$ cat src/rtl/udc_pkg.sv
package udc_pkg;

  typedef enum logic [2:0] {
    ACT_HOLD  = 3'd0,
    ACT_CLEAR = 3'd1,
    ACT_LOAD  = 3'd2,
    ACT_INC   = 3'd3,
    ACT_DEC   = 3'd4
  } udc_act_e;

  // Priority: clear, then load, then a single qualified count step.
  function automatic udc_act_e pick_action(input logic clr, input logic load_n,
                                           input logic inc, input logic dec);
    udc_act_e a;
    if (clr)             a = ACT_CLEAR;
    else if (!load_n)    a = ACT_LOAD;
    else if (inc && !dec) a = ACT_INC;
    else if (dec && !inc) a = ACT_DEC;
    else                 a = ACT_HOLD;
    return a;
  endfunction

endpackage

$ cat src/rtl/udc_sync.sv
module udc_sync #(
  parameter int  STAGES  = 2,
  parameter bit  RST_VAL = 1'b1
) (
  input  logic clk,
  input  logic rst_n,
  input  logic d,
  output logic q
);
  logic [STAGES-1:0] chain;

  for (genvar i = 0; i < STAGES; i++) begin : g_stage
    if (i == 0) begin : g_first
      always_ff @(posedge clk or negedge rst_n) begin
        if (!rst_n) chain[0] <= RST_VAL;
        else        chain[0] <= d;
      end
    end else begin : g_next
      always_ff @(posedge clk or negedge rst_n) begin
        if (!rst_n) chain[i] <= RST_VAL;
        else        chain[i] <= chain[i-1];
      end
    end
  end

  assign q = chain[STAGES-1];
endmodule

$ cat src/rtl/udc_edge.sv
module udc_edge (
  input  logic clk,
  input  logic rst_n,
  input  logic lvl,
  output logic rise
);
  logic prev;

  always_ff @(posedge clk or negedge rst_n) begin
    if (!rst_n) prev <= 1'b1;
    else        prev <= lvl;
  end

  assign rise = lvl & ~prev;

  AST_RISE_ONE_CYCLE: assert property (@(posedge clk) disable iff (!rst_n)
    rise |=> !rise);
endmodule

$ cat src/rtl/udc_core.sv
module udc_core
  import udc_pkg::*;
#(
  parameter int WIDTH = 4
) (
  input  logic             clk,
  input  logic             rst_n,
  input  logic             clr,
  input  logic             load_n,
  input  logic [WIDTH-1:0] data,
  input  logic             inc_evt,
  input  logic             dec_evt,
  output logic [WIDTH-1:0] count
);
  localparam logic [WIDTH-1:0] ONE = WIDTH'(1);

  function automatic logic [WIDTH-1:0] step_up(input logic [WIDTH-1:0] v);
    return v + ONE;
  endfunction

  function automatic logic [WIDTH-1:0] step_dn(input logic [WIDTH-1:0] v);
    return v - ONE;
  endfunction

  udc_act_e act;
  assign act = pick_action(clr, load_n, inc_evt, dec_evt);

  always_ff @(posedge clk or negedge rst_n) begin
    if (!rst_n) count <= '0;
    else begin
      unique case (act)
        ACT_CLEAR: count <= '0;
        ACT_LOAD:  count <= data;
        ACT_INC:   count <= step_up(count);
        ACT_DEC:   count <= step_dn(count);
        default:   count <= count;
      endcase
    end
  end

  AST_CLEAR_ZERO: assert property (@(posedge clk) disable iff (!rst_n)
    clr |=> count == '0);
  AST_LOAD_TAKES: assert property (@(posedge clk) disable iff (!rst_n)
    (!clr && !load_n) |=> count == $past(data));
  AST_UP_STEP: assert property (@(posedge clk) disable iff (!rst_n)
    (!clr && load_n && inc_evt && !dec_evt) |=> count == WIDTH'($past(count) + ONE));
  AST_DOWN_STEP: assert property (@(posedge clk) disable iff (!rst_n)
    (!clr && load_n && dec_evt && !inc_evt) |=> count == WIDTH'($past(count) - ONE));
  AST_IDLE_HOLD: assert property (@(posedge clk) disable iff (!rst_n)
    (!clr && load_n && !inc_evt && !dec_evt) |=> $stable(count));
endmodule

$ cat src/rtl/udc_counter.sv
module udc_counter #(
  parameter int WIDTH       = 4,
  parameter int SYNC_STAGES = 2
) (
  input  logic             clk,
  input  logic             rst_n,
  input  logic             clr,
  input  logic             load_n,
  input  logic [WIDTH-1:0] data,
  input  logic             up_in,
  input  logic             dn_in,
  output logic [WIDTH-1:0] count,
  output logic             carry_n,
  output logic             borrow_n
);
  localparam logic [WIDTH-1:0] MAX_VAL = {WIDTH{1'b1}};

  function automatic logic at_max(input logic [WIDTH-1:0] v);
    return v == MAX_VAL;
  endfunction

  function automatic logic at_zero(input logic [WIDTH-1:0] v);
    return v == '0;
  endfunction

  logic up_lvl, dn_lvl;
  logic up_rise, dn_rise;
  logic inc_evt, dec_evt;

  udc_sync #(.STAGES(SYNC_STAGES), .RST_VAL(1'b1)) u_sync_up (
    .clk(clk), .rst_n(rst_n), .d(up_in), .q(up_lvl));
  udc_sync #(.STAGES(SYNC_STAGES), .RST_VAL(1'b1)) u_sync_dn (
    .clk(clk), .rst_n(rst_n), .d(dn_in), .q(dn_lvl));

  udc_edge u_edge_up (.clk(clk), .rst_n(rst_n), .lvl(up_lvl), .rise(up_rise));
  udc_edge u_edge_dn (.clk(clk), .rst_n(rst_n), .lvl(dn_lvl), .rise(dn_rise));

  // A step counts only while the opposite input rests HIGH; simultaneous rises cancel.
  assign inc_evt = up_rise & dn_lvl & ~dn_rise;
  assign dec_evt = dn_rise & up_lvl & ~up_rise;

  udc_core #(.WIDTH(WIDTH)) u_core (
    .clk(clk), .rst_n(rst_n), .clr(clr), .load_n(load_n), .data(data),
    .inc_evt(inc_evt), .dec_evt(dec_evt), .count(count));

  assign carry_n  = ~(at_max(count)  & ~up_lvl);
  assign borrow_n = ~(at_zero(count) & ~dn_lvl);

  AST_ONE_DIRECTION: assert property (@(posedge clk) disable iff (!rst_n)
    $onehot0({inc_evt, dec_evt}));
  AST_CARRY_AT_MAX: assert property (@(posedge clk) disable iff (!rst_n)
    $fell(carry_n) |-> count == MAX_VAL);
  AST_BORROW_AT_ZERO: assert property (@(posedge clk) disable iff (!rst_n)
    $fell(borrow_n) |-> count == '0);
  AST_BLOCKED_UP: assert property (@(posedge clk) disable iff (!rst_n)
    (up_rise && !dn_lvl) |-> !inc_evt);
endmodule

$ cat config.mk
export PLATFORM = sky130hd
export DESIGN_NAME = udc_counter
export DESIGN_NICKNAME = d
export VERILOG_FILES = /design/src/rtl/udc_pkg.sv /design/src/rtl/udc_sync.sv /design/src/rtl/udc_edge.sv /design/src/rtl/udc_core.sv /design/src/rtl/udc_counter.sv
export SDC_FILE = /design/constraint.sdc
export NUM_CORES = 1
export LEC_CHECK = 0
export BUFFER_PORTS_ARGS = -buffer_cell sky130_fd_sc_hd__buf_2
export CAP_MARGIN = 40
export CORE_AREA = 2 2 39 41
export CTS_BUF_LIST = sky130_fd_sc_hd__clkbuf_4 sky130_fd_sc_hd__clkbuf_8
export DETAILED_ROUTE_END_ITERATION = 6
export DIE_AREA = 0 0 41 43
export GPL_ROUTABILITY_DRIVEN = 0
export PLACE_DENSITY_LB_ADDON = 0.2
export SLEW_MARGIN = 20
export SYNTH_ARGS = -nofsm -noshare
export SYNTH_HDL_FRONTEND = slang
export SYNTH_HIERARCHICAL = 1
export SYNTH_SLANG_ARGS = --single-unit
$ cat constraint.sdc
create_clock -name clk -period 5.1 [get_ports clk]
set_clock_uncertainty 0.2 [all_clocks]
set_input_delay 0.51 -clock clk [delete_from_list [all_inputs] [get_ports clk]]
set_output_delay 0.51 -clock clk [all_outputs]
set_load 0.1 [all_outputs]
==> results.yml <==
synthesis:
  ys_warn_count: 6
  avgSynthCellArea_sq_um: 10.3
  synth-async-reset-ratio: 1.00
  synth_cells: 54
  synth_fp_nets: 65
  synth_edf_count: 0
  synth.ff_latch_count: 10
  syn_area_sq_um: 554
  yosysUniqueCellTypes: 25
  yosysSeqAreaShare: 0.465
  synth_ff_type: "dfstp_2"
finish:
  nets: 85
  drive_gt1_frac: 0.397
  antenna_cells: 0
  areaGrowthSynthToFinish_pct: 24.2
grt:
  grt_pass1_wl_mm: 1.59
  grt_overflow_total: 0
  grt_start_max_net_pins: 11
  grt_antenna_before_repair: 0
  track_usage: 0.139
  grt_pass1_vias: 396
setup_path:
  r2r-end: "u_core/count[2]$_DFFE_PN0P_"
  reg2regPathDepth: 9
  rrSetupSlack_ns: 2.63
  start_kind: "flip-flop"
  cp_slowest_cell: "dfstp_2"
  worstPathMaxFanout: 5
  crit_top_cell: "nand2_1"
  crit_required_ns: 5.04
  critPathBufInv: 0
  endpoint: "u_core/count[2]$_DFFE_PN0P_"
  cp-end-kind: "flip-flop"
  max_stage_delay_ns: 0.56
  arrival_ns: 2.41
  r2r_start: "u_sync_dn/q$_DFF_PN1_"
  cp_num_cells: 9
  startpoint: "u_sync_dn/q$_DFF_PN1_"
  worstSetupPathType: "reg2reg"
  cpLargestDelayFamily: "simple AND/OR/NAND/NOR gates"
  cp_cell_sequence: "nor2b_4 -> and3b_1 -> nor2b_1 -> nand2_1 -> xnor2_1 -> ha_1 -> o31ai_1 -> mux2i_1 -> nand2_1"
route:
  vias_per_cell: 5.07
  vias: 451
  route.detailed.drc: 0
  dr.pass1.iters: 4
  wl_per_cell_microns: 11.3
  final_antenna_net_count: 0
  drt_iter0_markers: 1
  drt_wl_total_mm: 1.00
pwr:
  power_uw: 211
  ir_drop_mv: 0.235
  leakage_nw: 0.324
  powerDensity_mw_per_mm2: 306
timing:
  layout_min_cycle_time_ns: 2.47
  setup_viol: 0
  fin_crit_sh: 0.484
  fmax_mhz: 405
  slew_viol_final: 0
  finalHoldViolCount: 0
  tightest_slew_ns: 0.486
  setup_tns_ns: 0
  max_slew_margin: 0.679
  rsz0062_at_grt: "false"
clock_tree:
  htree_levels: 1
  cts_tree: "built"
  clk_latency_ns: 0.26
  root_buffer: "clkbuf_4"
  cts.sinks: 10
  post_cts_buffers: 0
  clock_path_buffers: 2
  cts_buffers: 3
  clkTransAtPathRegs_ns: 0.07
  cts_hold_buf: 1
  cts-resized-gates: 0
die:
  num_rows: 14
  dieArea_sq_mm: 0.00176
  coreArea_sq_mm: 0.00138
  start_util: 0.401
  die_height_microns: 43
  fp.dieW_microns: 41
  ios: 16
worst_hold_path:
  worstHoldPathType: "reg2reg"
flow_run:
  max-cap-violations: 0
place:
  io_buffers: 15
  hpwl_microns: 757
status:
  status: "finished, final reports clean"
[synthesized netlist by cell type, drive strengths merged, types with 2 or more instances]
library cell | n | area (sq um)
dfstp | 6 | 158
nand2 | 8 | 30.0
nor2b | 4 | 40.0
nor2 | 6 | 22.5
dfrtp | 4 | 100
nand3 | 4 | 20.0
xor2 | 2 | 17.5
nor3 | 2 | 10.0
nand2b | 3 | 26.3
mux2i | 2 | 20.0
[through the flow]
step           instances   util  setup slack, ns  area, sq um  hold WS [ns]
6_report              89  0.497             2.63          688         0.143
5_1_grt               89  0.497             2.42          688         0.134
4_1_cts               89  0.497             2.61          688         0.139
3_5_place_dp          84  0.464             2.64          642         0.147
3_3_place_gp          84  0.464             2.69          642         0.146
2_1_floorplan         54      -             2.20          554        0.0144
[final cells by class]
| class | count | area (sq um) |
|---|---|---|
| clock buffers | 4 | 36.3 |
| multi-input cells | 43 | 289 |
| flip-flops and latches | 10 | 258 |
| well taps | 16 | 20.0 |
| fillers | 142 | 696 |
| repair buffers | 16 | 85.1 |
[cell families after synthesis]
family | after synthesis | share of synthesized area
mux | 2 | 0.0361
simple gates | 33 | 0.354
buf+inv | 1 | 0.0135
xor+xnor | 3 | 0.0474
fa+ha+maj | 1 | 0.0226
compound gates | 4 | 0.0610
flops | 10 | 0.465
[layout by cell type (no fill, tap or decap), drive strengths merged, types with 2 or more instances in the layout]
master	n
nand3	4
dfrtp	4
dfstp	6
clkbuf	4
mux2i	2
nand2	8
nor3	2
nor2b	4
xor2	2
nand2b	3
nor2	6
buf	15
[state kept, by name (all words and copies together) (netlist names)]
signal / cells
u_core/count: 4
u_edge_dn/prev: 1
u_edge_up/prev: 1
u_sync_dn/chain: 1
u_sync_dn/q: 1
u_sync_up/chain: 1
u_sync_up/q: 1
[report_power, final]
group / internal, mW / switching, mW
logic: 0.0139 / 0.0352
clock network: 0.0433 / 0.0259
registers: 0.0860 / 0.00625
total: 0.143 / 0.0673
[metal layers]
metal	up-vias	share of wire	wire length [microns]	global-route usage
li1	224	-	-	-
met3	2	0.054	54	0.0628
met2	13	0.46	463	0.188
met5	-	0	0	0
met1	212	0.47	472	0.187
met4	0	0.012	12	0.0600
[worst min path at each step]
| stage | startpoint | endpoint | cells past startpoint |
|---|---|---|---|
| floorplan | rst_n | u_core/count[0]$_DFFE_PN0P_ | 0 |
| global placement | u_sync_up/chain[0]$_DFF_PN1_ | u_sync_up/q$_DFF_PN1_ | 0 |
| detailed placement | u_sync_up/chain[0]$_DFF_PN1_ | u_sync_up/q$_DFF_PN1_ | 0 |
| CTS | dn_in | u_sync_dn/chain[0]$_DFF_PN1_ | 1 |
| global route | up_in | u_sync_up/chain[0]$_DFF_PN1_ | 1 |
| finish | u_sync_up/chain[0]$_DFF_PN1_ | u_sync_up/q$_DFF_PN1_ | 0 |
Power figures use the tool's default switching activity.
